`src/rtl/adc_seq_pkg.sv`:
```
// Shared encodings for the ADC sequencer: register addresses, control bit
// positions and the control-state type.
package adc_seq_pkg;
    typedef enum logic [1:0] {
        ST_IDLE = 2'd0,   // enabled and acquiring, or disabled
        ST_WAIT = 2'd1,   // start deferred to next instruction cycle
        ST_CONV = 2'd2,   // successive approximation running
        ST_HOLD = 2'd3    // post-abort holdoff
    } seq_state_e;

    localparam logic [1:0] ADDR_CTRL = 2'd0;
    localparam logic [1:0] ADDR_RESH = 2'd1;
    localparam logic [1:0] ADDR_RESL = 2'd2;

    localparam int CB_ON   = 0;
    localparam int CB_GO   = 1;
    localparam int CB_FMT  = 2;
    localparam int CB_FLAG = 3;
endpackage

```
`src/rtl/adc_sar_core.sv`:
```
// Successive-approximation register and step counter.
// Assumes: `clear` and `run` are never high together; `run` is high only while
// the owner is in its converting state. One setup strobe, then one bit per strobe.
module adc_sar_core #(
    parameter int RES_BITS = 10
) (
    input  logic                clk,
    input  logic                rst_n,
    input  logic                clear,
    input  logic                run,
    input  logic                tad_stb,
    input  logic                cmp_in,
    output logic [RES_BITS-1:0] code,
    output logic [RES_BITS-1:0] final_code,
    output logic                done
);
    localparam int STEP_W = $clog2(RES_BITS + 1);

    logic [STEP_W-1:0]   step_q;
    logic [RES_BITS-1:0] sar_q;
    logic [RES_BITS-1:0] sar_nx;

    // Next trial code: set MSB on setup, else resolve current bit and set the next.
    always_comb begin
        int bit_idx;
        sar_nx  = sar_q;
        bit_idx = RES_BITS - int'(step_q);
        if (step_q == '0) begin
            sar_nx[RES_BITS-1] = 1'b1;
        end else begin
            for (int i = 0; i < RES_BITS; i++) begin
                if (i == bit_idx)     sar_nx[i] = cmp_in;
                if (i == bit_idx - 1) sar_nx[i] = 1'b1;
            end
        end
    end

    assign done       = run && tad_stb && (step_q == STEP_W'(RES_BITS));
    assign final_code = sar_nx;
    assign code       = sar_q;

    // Advance the approximation on each TAD strobe while running.
    always_ff @(posedge clk) begin
        if (!rst_n) begin
            step_q <= '0;
            sar_q  <= '0;
        end else if (clear) begin
            step_q <= '0;
            sar_q  <= '0;
        end else if (run && tad_stb) begin
            sar_q  <= sar_nx;
            step_q <= step_q + 1'b1;
        end
    end
endmodule

```
`src/rtl/adc_result_fmt.sv`:
```
// Packs a result into a high/low byte pair, left or right justified,
// zero-filling the unused positions. Assumes RES_BITS <= 2*BYTE_W.
module adc_result_fmt #(
    parameter int RES_BITS = 10,
    parameter int BYTE_W   = 8
) (
    input  logic [RES_BITS-1:0] result,
    input  logic                right_just,
    output logic [BYTE_W-1:0]   hi_byte,
    output logic [BYTE_W-1:0]   lo_byte
);
    localparam int WORD_W = 2 * BYTE_W;
    localparam int PAD_W  = WORD_W - RES_BITS;

    logic [WORD_W-1:0] word;

    // Choose the justification of the 16-bit view.
    always_comb begin
        if (right_just) word = {{PAD_W{1'b0}}, result};
        else            word = {result, {PAD_W{1'b0}}};
    end

    assign hi_byte = word[WORD_W-1:BYTE_W];
    assign lo_byte = word[BYTE_W-1:0];
endmodule

```
`src/rtl/adc_seq_ctrl.sv`:
```
// ADC conversion control sequencer: register bank, start/abort/sleep control
// and result storage around the SAR core. Assumes tad_stb, instr_stb and
// evt_trig are single-cycle pulses; the analog side is external.
module adc_seq_ctrl
    import adc_seq_pkg::*;
#(
    parameter int RES_BITS  = 10,
    parameter int BYTE_W    = 8,
    parameter int ADDR_W    = 2,
    parameter int HOLD_TADS = 2
) (
    input  logic                clk,
    input  logic                rst_n,
    input  logic                wr_en,
    input  logic [ADDR_W-1:0]   wr_addr,
    input  logic [BYTE_W-1:0]   wr_data,
    input  logic [ADDR_W-1:0]   rd_addr,
    output logic [BYTE_W-1:0]   rd_data,
    input  logic                tad_stb,
    output logic [RES_BITS-1:0] trial_code,
    input  logic                cmp_in,
    input  logic                clk_is_rc,
    input  logic                sleep_req,
    input  logic                irq_en,
    input  logic                instr_stb,
    input  logic                evt_trig,
    output logic                tmr_clr,
    output logic                adif,
    output logic                acq,
    output logic                wake
);
    localparam int HCNT_W = $clog2(HOLD_TADS + 1);

    seq_state_e          state_q;
    logic                on_q, go_q, fmt_q, flag_q, halted_q, wake_q, tmr_clr_q;
    logic [RES_BITS-1:0] res_q;
    logic [HCNT_W-1:0]   hold_cnt_q;

    logic                ctrl_wr, wr_on, turn_off, busy, can_start;
    logic                start, sw_abort, slp_abort, core_done, conv_done;
    logic [RES_BITS-1:0] final_code;
    logic [BYTE_W-1:0]   res_hi, res_lo;
    wire                 unused_wr_bits = &{1'b0, wr_data[BYTE_W-1:4]};

    // Decode of writes and of start/abort/complete events.
    always_comb begin
        ctrl_wr   = wr_en && (wr_addr == ADDR_W'(ADDR_CTRL));
        wr_on     = wr_data[CB_ON];
        turn_off  = ctrl_wr && !wr_on;
        busy      = (state_q == ST_WAIT) || (state_q == ST_CONV);
        can_start = on_q && !halted_q && (state_q == ST_IDLE) && !turn_off;
        start     = can_start && ((ctrl_wr && wr_data[CB_GO]) || evt_trig);
        sw_abort  = ctrl_wr && wr_on && !wr_data[CB_GO] && busy;
        slp_abort = busy && sleep_req && !clk_is_rc && !turn_off;
        conv_done = core_done && !turn_off && !sw_abort && !slp_abort;
    end

    adc_sar_core #(.RES_BITS(RES_BITS)) u_core (
        .clk       (clk),
        .rst_n     (rst_n),
        .clear     (start),
        .run       (state_q == ST_CONV),
        .tad_stb   (tad_stb),
        .cmp_in    (cmp_in),
        .code      (trial_code),
        .final_code(final_code),
        .done      (core_done)
    );

    adc_result_fmt #(.RES_BITS(RES_BITS), .BYTE_W(BYTE_W)) u_fmt (
        .result    (res_q),
        .right_just(fmt_q),
        .hi_byte   (res_hi),
        .lo_byte   (res_lo)
    );

    // Control state machine with post-abort holdoff counter.
    always_ff @(posedge clk) begin
        if (!rst_n) begin
            state_q    <= ST_IDLE;
            hold_cnt_q <= '0;
        end else if (turn_off) begin
            state_q    <= ST_IDLE;
        end else begin
            unique case (state_q)
                ST_IDLE: if (start) state_q <= (sleep_req && clk_is_rc) ? ST_WAIT : ST_CONV;
                ST_WAIT, ST_CONV: begin
                    if (slp_abort) state_q <= ST_IDLE;
                    else if (sw_abort) begin
                        state_q    <= ST_HOLD;
                        hold_cnt_q <= '0;
                    end else if (state_q == ST_WAIT && instr_stb) state_q <= ST_CONV;
                    else if (conv_done) state_q <= ST_IDLE;
                end
                ST_HOLD: if (tad_stb) begin
                    hold_cnt_q <= hold_cnt_q + 1'b1;
                    if (hold_cnt_q == HCNT_W'(HOLD_TADS - 1)) state_q <= ST_IDLE;
                end
                default: state_q <= ST_IDLE;
            endcase
        end
    end

    // Register bank: enable, start, justification, flag, result, shutdown.
    always_ff @(posedge clk) begin
        if (!rst_n) begin
            on_q <= 1'b0; go_q <= 1'b0; fmt_q <= 1'b0; flag_q <= 1'b0;
            halted_q <= 1'b0; res_q <= '0;
        end else begin
            if (ctrl_wr) begin
                on_q  <= wr_on;
                fmt_q <= wr_data[CB_FMT];
            end
            if (turn_off) go_q <= 1'b0;
            else if (start) go_q <= 1'b1;
            else if (sw_abort || slp_abort || conv_done) go_q <= 1'b0;
            if (conv_done) flag_q <= 1'b1;
            else if (ctrl_wr && !wr_data[CB_FLAG]) flag_q <= 1'b0;
            if (conv_done) res_q <= final_code;
            if (turn_off) halted_q <= 1'b0;
            else if (slp_abort) halted_q <= 1'b1;
            else if (conv_done && sleep_req && clk_is_rc && !irq_en) halted_q <= 1'b1;
        end
    end

    // Single-cycle output pulses: wake and timer clear.
    always_ff @(posedge clk) begin
        if (!rst_n) begin
            wake_q    <= 1'b0;
            tmr_clr_q <= 1'b0;
        end else begin
            wake_q    <= conv_done && sleep_req && clk_is_rc && irq_en;
            tmr_clr_q <= evt_trig;
        end
    end

    // Read multiplexer.
    always_comb begin
        rd_data = '0;
        unique case (rd_addr)
            ADDR_W'(ADDR_CTRL): begin
                rd_data[CB_ON]   = on_q;
                rd_data[CB_GO]   = go_q;
                rd_data[CB_FMT]  = fmt_q;
                rd_data[CB_FLAG] = flag_q;
            end
            ADDR_W'(ADDR_RESH): rd_data = res_hi;
            ADDR_W'(ADDR_RESL): rd_data = res_lo;
            default:            rd_data = '0;
        endcase
    end

    assign adif    = flag_q;
    assign acq     = on_q && !halted_q && (state_q == ST_IDLE);
    assign wake    = wake_q;
    assign tmr_clr = tmr_clr_q;
endmodule

```
`config.mk`:
```
export PLATFORM = sky130hd
export DESIGN_NAME = adc_seq_ctrl
export DESIGN_NICKNAME = d
export VERILOG_FILES = /design/src/rtl/adc_seq_pkg.sv /design/src/rtl/adc_sar_core.sv /design/src/rtl/adc_result_fmt.sv /design/src/rtl/adc_seq_ctrl.sv
export SDC_FILE = /design/constraint.sdc
export NUM_CORES = 1
export LEC_CHECK = 0
export BUFFER_PORTS_ARGS = -buffer_cell sky130_fd_sc_hd__clkbuf_2
export CORE_MARGIN = 1.5
export CORE_UTILIZATION = 32
export DETAILED_ROUTE_END_ITERATION = 10
export PLACE_DENSITY = 0.58
export SLEW_MARGIN = 0
export SYNTH_ARGS = -nofsm -noshare
export SYNTH_HDL_FRONTEND = slang
export SYNTH_SLANG_ARGS = --single-unit
```
`constraint.sdc`:
```
create_clock -name clk -period 8.1 [get_ports clk]
set_input_delay 0 -clock clk [delete_from_list [all_inputs] [get_ports clk]]
set_output_delay 0 -clock clk [all_outputs]
set_load 0.03 [all_outputs]
```
# == After elaboration in Yosys (flattened, before gate mapping) ==
# Index checks and enable logic that the tools add are counted.
# totals
reg_bits,35
elab_cells,146
out_inout_bits,22
input_bits,22
# op_classes
bitwise_logic,2
addsub,4
muxes,44
n_reduce_logical,53
n_eq_ne,31
# ops
op,n
"equality test 4 x 32 -> 1 bit, first input constant",8
"equality test 3 x 32 -> 1 bit, first input constant",4
"equality test 5 x 32 -> 1 bit, first input constant",4
"equality test 2 x 32 -> 1 bit, first input constant",2
zero test 32 bit,2
"subtractor 32 x 2 -> 32 bit, second input constant",1
2-to-1 mux 1 bit,27
logical AND 1 bit,25
2-to-1 mux 2 bit,11
2-to-1 mux 16 bit,1
one-hot mux 4 bit (3 select lines),1
"inequality test 2 bit, second input constant",5
zero test 1 bit,9
2-to-1 mux 9 bit,1
one-hot mux 4 bit (2 select lines),1
nonzero test 2 bit,4
"equality test 2 x 1 -> 1 bit, second input constant",3
"equality test 2 bit, second input constant",3
zero test 2 bit,3
one-hot mux 2 bit (3 select lines),1
OR reduction 2 bit,3
"inequality test 5 bit, second input constant",1
AND reduction 5 bit,1
"subtractor 4 x 4 -> 5 bit, first input constant",1
other kinds (8),12

# == Longest topological paths before layout ==
# Gate-level depths: netlist of run 1.
# depth
ltp_word,13
depth_mapped,12
ltp_nobuf,11

# == By module ==
# From an unflattened synthesis of run 1, not the netlist that was laid out.
# hier_totals
hier_cells,319
area_unflattened_um2,2690.1
# modules_own_cells
module,n_inst,area_each_um2,seq_area_each_um2,cells_each
adc_sar_core,1,1280.0,280.3,167
adc_seq_ctrl,1,1252.5,420.4,134
adc_result_fmt,1,157.7,0.0,18

# == Least setup slack after synthesis of run 1 ==
# Ideal clock, no wire load.
# synth_timing
kind,register to register
startpoint,register u_core.step_q[1]
endpoint,register res_q[5]
required_time_ps,8030
slack_ps,5110
setup_ps,70
period_less_slack_ps,2990
stages_incl_launch_ff,10
t_arrival_ps,2920
path_cell_list,dfxtp_1 -> ha_1 -> buf_2 -> o21ai_0 -> ha_1 -> nor4b_1 -> nand4_1 -> a211oi_1 -> a22oi_1 -> a21oi_1
# synth_via
elab_chain_len,5
elab_cells_between_ends,13
cone_classes,add/sub (2); eq/ne (3); mux (3); reduce/logical (5)
# synth_rtl
element,line,rtl
from (decl),adc_sar_core.sv:19,logic [STEP_W-1:0] step_q;
from (signal assigned),adc_sar_core.sv:52,step_q <= step_q + 1'b1;
subtractor 4 x 4 -> 5 bit / equality test 4 bit (equally long branches),"adc_sar_core.sv:27, adc_sar_core.sv:38",
subtractor 32 x 2 -> 32 bit (tied with other cells),adc_sar_core.sv:33,if (i == bit_idx - 1) sar_nx[i] = 1'b1;
equality test 4 x 32 -> 1 bit (tied with other cells),adc_sar_core.sv:33,
2-to-1 mux 1 bit / logical AND 1 bit (equally long branches),"adc_sar_core.sv:33, adc_seq_ctrl.sv:55",
2-to-1 mux 9 bit / logical AND 1 bit (equally long branches),"adc_sar_core.sv:28, adc_seq_ctrl.sv:55",
to (signal assigned),adc_seq_ctrl.sv:119,if (conv_done) res_q <= final_code;
to (decl),adc_seq_ctrl.sv:36,logic [RES_BITS-1:0] res_q;
# Parallel ways exist; a longest one is shown, timed or not.
# A chain may end at the register's enable or synchronous reset.

# == Worst setup path after layout of run 1 ==
# layout_timing
startpoint,register u_core.step_q[0]
endpoint,register res_q[6]
# Same word-level chain as after synthesis.

==> results.json, run 1 <==
{
  "status": "finished clean",
  "skew_ps": 5.54,
  "synth_compound_area_frac": 0.257,
  "setup_violations": 0,
  "synth-main-ff-cell": "dfxtp_1",
  "syn_inst": 314,
  "synth-seq-area-share": 0.278,
  "area_growth_pct": 15.3,
  "place_hpwl_mm": 4.85,
  "die-area_um2": 8410,
  "hold_path_depth": 3,
  "synth.largest_area_cell": "dfxtp_1",
  "port_buffers": 39,
  "wl_mm": 6.33,
  "met1_usage": 0.209,
  "synth_top_family_by_area": "compound AO/OA/AOI/OAI gates",
  "rrSetupSlack_ps": 4360,
  "synthMuxAreaShare": 0.0333,
  "synth_cell_types": 56,
  "crit_fanout": 13,
  "grt-busiest-layer": "met2",
  "ys_seq_elements": 35,
  "synth_top_area_share": 0.278,
  "cp_top_family": "simple AND/OR/NAND/NOR gates",
  "rows": 32,
  "powerDensity_nw_per_um2": 187,
  "placed_cells": 440,
  "yosys.area_share.simple": 0.248,
  "synthAdderAreaFrac": 0.114,
  "cpMaxStageDelayCell": "a211oi_1",
  "hold_buffers": 4,
  "ant_nets": 0,
  "path_buf_inv": 0,
  "arrival_ps": 3970,
  "finalPower_mw": 0.542,
  "fp.dieW_um": 91.7,
  "fp.dieH_um": 91.7,
  "syn_area_um2": 2520,
  "hp-class": "in2reg",
  "rsz0062_at_grt": "no",
  "hold_viol": 0,
  "period_needed_ps": 3740,
  "setup_tns_ps": 0,
  "crit_type": "reg2reg",
  "grtUsageMet3": 0.0290,
  "slew_viol_final": 0,
  "grt_usage": 0.153,
  "r2r-start": "u_core.step_q[0]",
  "cts_tree": "done",
  "fmax_mhz": 267,
  "total_leakage_power_nw": 1.13,
  "fin_util": 0.378,
  "drt_first_pass_iters": 4,
  "drt_iter0_drc": 129,
  "ctsResizeCount": 0,
  "post-cts-setup-buffers": 0,
  "syn_avg_cell_area_um2": 8.02,
  "drc_errors": 0,
  "synth_xor_area_frac": 0.0209,
  "antenna_cells": 0,
  "antenna_found_initial": 0,
  "use_met2": 0.247,
  "reg2reg_depth": 11,
  "core_area_um2": 7690,
  "final_common_cell": "clkbuf_2",
  "cp.required_ps": 8320,
  "worstSkewPairLatency_ps": 290,
  "overflow": 0,
  "place_congestion": 0.890,
  "wl_per_cell_um": 14.0,
  "yosys_warnings": 0,
  "syn-num-nets": 359,
  "mostFrequentLayoutCells": "clkbuf_2, dfxtp_1, nand2_1",
  "grt_first_pass_wirelength_mm": 10.5,
  "worst_slew_pin_slew_ps": 820,
  "fill_cells": 840,
  "cpPeakStageDelay_ps": 580,
  "initial_core_util": 0.328,
  "ios": 44,
  "num_vias": 2402,
  "grt_pass1_vias": 2238,
  "min_from": "wr_data[3]",
  "path_clk_slew_ps": 70,
  "ir_drop_mv": 0.124,
  "cts.sinks": 35,
  "hold-path-endpoint": "adif",
  "cts_buffers": 5,
  "clock_tree.buffer_depth": 2,
  "grt_max_degree": 24,
  "fin_cells": 451,
  "fin_crit_sh": 0.462,
  "relSlewSlack": 0.447,
  "root_buffer": "clkbuf_8",
  "synth-edff-count": 0,
  "cp_cell_sequence": "ha_1 > nor2_2 > o21ai_0 > nand2_1 > nand2_1 > ha_1 > nor4b_1 > nand4_1 > a211oi_1 > a22oi_1 > a21oi_1",
  "cap_viol_max_count": 0,
  "async_flop_share": 0,
  "viasPerCell": 5.33,
  "htree_num_levels": 2,
  "synth_area_leaders": "dfxtp_1, ha_1, o21ai_0, nand2_1, a21oi_1",
  "final_nets": 394,
  "cp-start-kind": "flop",
  "cp-end-kind": "flop",
  "r2r-end": "res_q[6]",
  "drive_above_1_share": 0.172
}
[Yosys cell counts, types with 3 or more instances]
master,instances
inv_1,15
or3b_2,3
a221oi_1,3
a211oi_1,5
a31oi_1,11
a21boi_0,5
nand4b_1,3
and2_1,9
nand3_1,10
nor3b_1,3
a22oi_1,5
xnor2_1,5
nor2_1,20
o21ai_0,30
nand2_1,34
mux2i_1,5
dfxtp_1,35
mux2_2,3
clkbuf_1,11
o21a_1,4
nor4b_1,4
nand4_1,4
ha_1,23
nand2b_1,5
a21oi_1,19
[where the power goes]
| part | total (mW) | internal (mW) | leakage, nW | switching [mW] |
|---|---|---|---|---|
| sequential | 0.211 | 0.190 | 0.283 | 0.0201 |
| combinational | 0.204 | 0.0785 | 0.803 | 0.126 |
| clock | 0.127 | 0.0666 | 0.0470 | 0.0608 |
| total | 0.542 | 0.336 | 1.13 | 0.207 |
[kinds of logic after synthesis]
| logic type | after synthesis |
|---|---|
| fa+ha+maj | 23 |
| buf+inv | 30 |
| simple gates | 113 |
| mux | 8 |
| flops | 35 |
| compound gates | 99 |
| xor+xnor | 6 |
[through the flow]
| step | setup WS, ps | cell area, µm² | hold WS (ps) |
|---|---|---|---|
| after CTS | 4340 | 2900 | 14.2 |
| after detailed placement | 4380 | 2780 | 222 |
| after global placement | 4390 | 2780 | 217 |
| after global routing | 3960 | 2900 | 33.0 |
| after floorplan | 5110 | 2520 | 114 |
| final | 4360 | 2900 | 21.1 |
[flip-flops by register name, indices dropped and copies added (netlist names)]
| name | cells |
|---|---|
| adif | 1 |
| fmt_q | 1 |
| go_q | 1 |
| halted_q | 1 |
| hold_cnt_q | 2 |
| on_q | 1 |
| res_q | 10 |
| state_q | 2 |
| tmr_clr | 1 |
| u_core.code | 10 |
| u_core.step_q | 4 |
| wake | 1 |
[worst reg2reg max path: stages, from the launching register on]
cell	delay, ps
dfxtp_1	460
ha_1	410
nor2_2	340
o21ai_0	200
nand2_1	180
nand2_1	90
ha_1	280
nor4b_1	470
nand4_1	260
a211oi_1	580
a22oi_1	250
a21oi_1	170
[how the worst max path moves through the flow]
stage	startpoint	endpoint	slack (ps)	depth (start not counted)
4_1_cts	u_core.step_q[0]	res_q[6]	4340	8
3_3_place_gp	u_core.step_q[0]	res_q[6]	4390	11
6_report	u_core.step_q[0]	res_q[6]	4360	11
2_1_floorplan	u_core.step_q[1]	res_q[5]	5110	9
3_5_place_dp	u_core.step_q[0]	res_q[6]	4380	8
5_1_grt	u_core.step_q[0]	u_core.code[6]	3960	10
[layout make-up]
type / instances / area [µm²] / area share
Clock buffer: 6 / 82.6 / 0.0284
Clock inverter: 1 / 5.00 / 0.00172
Timing Repair Buffer: 43 / 235 / 0.0810
Inverter: 15 / 56.3 / 0.0194
Tap cell: 102 / 128 / 0.0439
Sequential cell: 35 / 701 / 0.241
Multi-Input combinational cell: 249 / 1700 / 0.584
[per-layer routing]
layer,vias up,part of all wire
met5,-,0
met2,39,0.44
met1,1136,0.51
met4,0,0.012
met3,10,0.039
li1,1217,-
Note: power is estimated with default switching activity, not from simulation.
==> inputs of run 2 (changes only) <==
clock period = 3.7 ns   (was 8.1 ns; I/O delays follow)
==> results.json, run 2 (synthesized netlist as in run 1, its figures left out) <==
{
  "fp.dieH_um": 91.7,
  "cap_viol_max_count": 0,
  "switching_share": 0.390,
  "slew_viol_final": 0,
  "power_frac_seq": 0.387,
  "rsz0062_at_grt": "no",
  "cpPeakStageDelay_ps": 540,
  "wl_per_cell_um": 14.2,
  "p_int_mw": 0.719,
  "worst_slew_pin_slew_ps": 812,
  "viasPerCell": 5.25,
  "drive_above_1_share": 0.190,
  "ios": 44,
  "hp-class": "in2reg",
  "drt_iter0_drc": 115,
  "cp_cell_sequence": "inv_1 > ha_1 > nor2b_2 > nand2_1 > ha_1 > nor4b_1 > nand4_1 > a2111oi_4 > a221oi_1 > a211oi_1",
  "fin_util": 0.384,
  "worstSkewPairLatency_ps": 290,
  "fill_cells": 841,
  "p_switching_mw": 0.459,
  "cp-start-kind": "flop",
  "cpMaxStageDelayCell": "dfxtp_1",
  "die-area_um2": 8410,
  "wl_mm": 6.50,
  "relSlewSlack": 0.459,
  "antenna_found_initial": 0,
  "hold_viol": 0,
  "dpl_worst_slack_ps": 232,
  "final_nets": 401,
  "overflow": 0,
  "root_buffer": "clkbuf_8",
  "num_vias": 2410,
  "setup_tns_ps": 0,
  "final_common_cell": "clkbuf_2",
  "drc_errors": 0,
  "finalWorstSetupSlack_ps": 383,
  "grt_max_degree": 24,
  "fp.dieW_um": 91.7,
  "clockPowerShare": 0.230,
  "cts_tree": "done",
  "mostFrequentLayoutCells": "clkbuf_2, dfxtp_1, nand2_1",
  "cp-end-kind": "flop",
  "clock_tree.buffer_depth": 2,
  "cts_buffers": 5,
  "post-cts-setup-buffers": 0,
  "area_growth_pct": 17.2,
  "use_met2": 0.255,
  "cp-startpoint": "u_core.step_q[1]",
  "antenna_cells": 0,
  "fmax_mhz": 301,
  "grt-busiest-layer": "met2",
  "place_hpwl_mm": 5.02,
  "port_buffers": 39,
  "pwr-share-comb": 0.383,
  "path_clk_slew_ps": 70,
  "crit_top_cell": "ha_1",
  "r2r-end": "u_core.code[2]",
  "arrival_ps": 3520,
  "finalPower_mw": 1.18,
  "crit_type": "reg2reg",
  "grtUsageMet3": 0.0323,
  "met1_usage": 0.222,
  "powerDensity_nw_per_um2": 399,
  "r2r-start": "u_core.step_q[1]",
  "grt_first_pass_wirelength_mm": 10.9,
  "crit_fanout": 12,
  "grt_pass1_vias": 2307,
  "status": "finished clean",
  "fin_crit_sh": 0.897,
  "setup_violations": 0,
  "drt_first_pass_iters": 5,
  "ir_drop_mv": 0.184,
  "total_leakage_power_nw": 1.17,
  "place_congestion": 0.886,
  "cp.required_ps": 3900,
  "cts.sinks": 35,
  "rows": 32,
  "initial_core_util": 0.328,
  "htree_num_levels": 2,
  "grt_usage": 0.161,
  "skew_ps": 6.44,
  "core_area_um2": 7690,
  "crit_path_end": "u_core.code[2]",
  "period_needed_ps": 3320,
  "ant_nets": 0,
  "rrSetupSlack_ps": 380,
  "reg2reg_depth": 10
}
[run 2: per-stage QoR]
step	instance area [µm²]	cells	hold slack, ps
finish	2950	459	20.0
global route	2950	459	35.8
CTS	2950	459	14.6
detailed placement	2830	447	229
global placement	2830	447	213
floorplan	2520	314	114
[run 2: metal layers]
metal  routed length, µm  part of all wire
met5                   0                 0
met4                  87             0.013
met3                 343             0.053
met2                2890              0.44
met1                3180              0.49
[run 2: layout make-up]
class	count	area [µm²]	share of cell area
timing repair buffer	50	288	0.0975
sequential	35	701	0.237
clock inverter	3	15.0	0.00508
inverter	15	56.3	0.0191
multi-input combinational	249	1700	0.575
clock buffer	5	68.8	0.0233
tap	102	128	0.0432
[run 2: repair_timing]
action	4_1_cts	5_1_grt
gates resized for setup	0	1
hold buffers	4	0
hold endpoints to repair	3	0
setup endpoints to repair	0	6
[run 2: worst min-delay path by stage]
stage	start	to	depth (start not counted)
2_1_floorplan	irq_en	wake	2
3_3_place_gp	irq_en	wake	3
3_5_place_dp	irq_en	wake	3
4_1_cts	wr_data[3]	adif	3
5_1_grt	wr_data[3]	adif	3
6_report	wr_data[3]	adif	3
[run 2: worst max-delay path: cells and delay by family (launching register included)]
family          cells  cell delay, ps
buf+inv             1             150
compound gates      3             800
simple gates        4            1110
flops               1             540
fa+ha+maj           2             630
[run 2: power by group through the flow]
stage	Combinational [mW]	Sequential (mW)	Clock, mW
after floorplan	0.298	0.499	0
after global placement	0.442	0.463	0
after detailed placement	0.447	0.464	0
after CTS	0.452	0.455	0.278
after global routing	0.504	0.461	0.300
final	0.451	0.456	0.271
==> inputs of run 3 (changes only) <==
CORE_UTILIZATION = 45   (was 32)
PLACE_DENSITY = 0.73   (was 0.58)
RECOVER_POWER = 25   (was unset)
==> results.json, run 3 (synthesized netlist as in run 1, its figures left out) <==
{
  "core_area_um2": 5440,
  "place_congestion": 0.889,
  "crit_fanout": 12,
  "mostFrequentLayoutCells": "dfxtp_1, nand2_1, o21ai_0",
  "fin_cells": 426,
  "num_vias": 2463,
  "ios": 44,
  "overflow": 0,
  "dpl_cell_area_um2": 2780,
  "cp-end-kind": "flop",
  "path_clk_slew_ps": 70,
  "hold_viol": 0,
  "final_nets": 399,
  "fp.dieH_um": 77.8,
  "fin_area_um2": 2890,
  "place_hpwl_mm": 4.75,
  "final_common_cell": "dfxtp_1",
  "period_needed_ps": 3290,
  "grt_first_pass_wirelength_mm": 10.7,
  "cap_viol_max_count": 0,
  "setup_violations": 0,
  "grt_max_degree": 24,
  "initial_core_util": 0.463,
  "drt_first_pass_iters": 5,
  "rsz0062_at_grt": "no",
  "cts_buffers": 5,
  "crit_type": "reg2reg",
  "worst_hold_slack_ps": 20.9,
  "fin_crit_sh": 0.888,
  "fp.dieW_um": 77.8,
  "post-cts-setup-buffers": 0,
  "setup_tns_ps": 0,
  "port_buffers": 39,
  "hold-path-endpoint": "adif",
  "cts_tree": "done",
  "ir_drop_mv": 0.245,
  "area_growth_pct": 14.9,
  "r2r-end": "u_core.code[2]",
  "clock_tree.buffer_depth": 2,
  "die-area_um2": 6060,
  "root_buffer": "clkbuf_8",
  "slew_viol_final": 0,
  "hp-class": "in2reg",
  "cp-startpoint": "u_core.step_q[1]",
  "finalWorstSetupSlack_ps": 413,
  "drc_errors": 0,
  "total_leakage_power_nw": 1.11,
  "fmax_mhz": 304,
  "worstSkewPairLatency_ps": 280,
  "cts.sinks": 35,
  "r2r-start": "u_core.step_q[1]",
  "grt_usage": 0.214,
  "min_from": "wr_data[3]",
  "cp-start-kind": "flop",
  "cp.required_ps": 3900,
  "arrival_ps": 3480,
  "dpl_worst_slack_ps": 229,
  "rrSetupSlack_ps": 410,
  "powerDensity_nw_per_um2": 408,
  "worst_slew_pin_slew_ps": 766,
  "antenna_cells": 0,
  "drt_iter0_drc": 197,
  "reg2reg_depth": 11,
  "wl_mm": 6.19,
  "rows": 27,
  "viasPerCell": 5.78,
  "htree_num_levels": 2,
  "hold_path_depth": 3,
  "placed_cells": 415,
  "antenna_found_initial": 0,
  "drive_above_1_share": 0.147,
  "skew_ps": 5.33,
  "grt_pass1_vias": 2332,
  "relSlewSlack": 0.489,
  "status": "finished clean",
  "wl_per_cell_um": 14.5,
  "ant_nets": 0
}
[run 3: final cells by class]
| type | instances | area (µm²) |
|---|---|---|
| clock inverters | 1 | 5.00 |
| repair buffers | 48 | 255 |
| inverters | 15 | 56.3 |
| clock buffers | 6 | 82.6 |
| multi-input cells | 249 | 1700 |
| well taps | 72 | 90.1 |
| flip-flops and latches | 35 | 701 |
| fillers | 526 | 2550 |
[run 3: how the worst max path moves through the flow]
stage                                 to  slack (ps)  cells past startpoint
after detailed placement  u_core.code[6]         230                      9
after global placement          res_q[6]         390                      9
after floorplan                 res_q[5]         710                      9
after global routing      u_core.code[2]          20                     11
final                     u_core.code[2]         410                     11
after CTS                 u_core.code[2]         210                      8
[run 3: per-stage QoR]
stage / util / total power, mW
5_1_grt: 0.532 / 1.25
4_1_cts: 0.534 / 1.19
2_1_floorplan: - / 0.797
3_3_place_gp: 0.510 / 0.896
6_report: 0.532 / 1.18
3_5_place_dp: 0.510 / 0.909
[run 3: power breakdown]
part | leakage [nW] | internal (mW) | switching (mW)
registers | 0.283 | 0.417 | 0.0388
logic | 0.784 | 0.167 | 0.276
clock network | 0.0470 | 0.146 | 0.136
total | 1.11 | 0.729 | 0.451
[run 3: layer usage]
layer | routed length (µm) | track usage | part of all wire
met5 | 0 | 0 | 0
met4 | 59 | 0.0545 | 0.0095
met3 | 262 | 0.0329 | 0.042
met2 | 2950 | 0.352 | 0.48
met1 | 2920 | 0.289 | 0.47
[run 3: worst max-delay path: stages (launching register included)]
cell       delay, ps
dfxtp_1          540
ha_1             460
nor2_2            80
o21ai_0          140
nand2_1          170
nand2_1          100
ha_1             230
nor4b_1          440
nand4_1          250
a2111oi_4        340
a221oi_1         200
a211oi_1         240
[run 3: timing repair]
| action | CTS | global route |
|---|---|---|
| hold buffers | 4 | 0 |
| gates resized for setup | 0 | 2 |
| setup endpoints to repair | 0 | 14 |
| endpoints found under the hold margin | 3 | 0 |
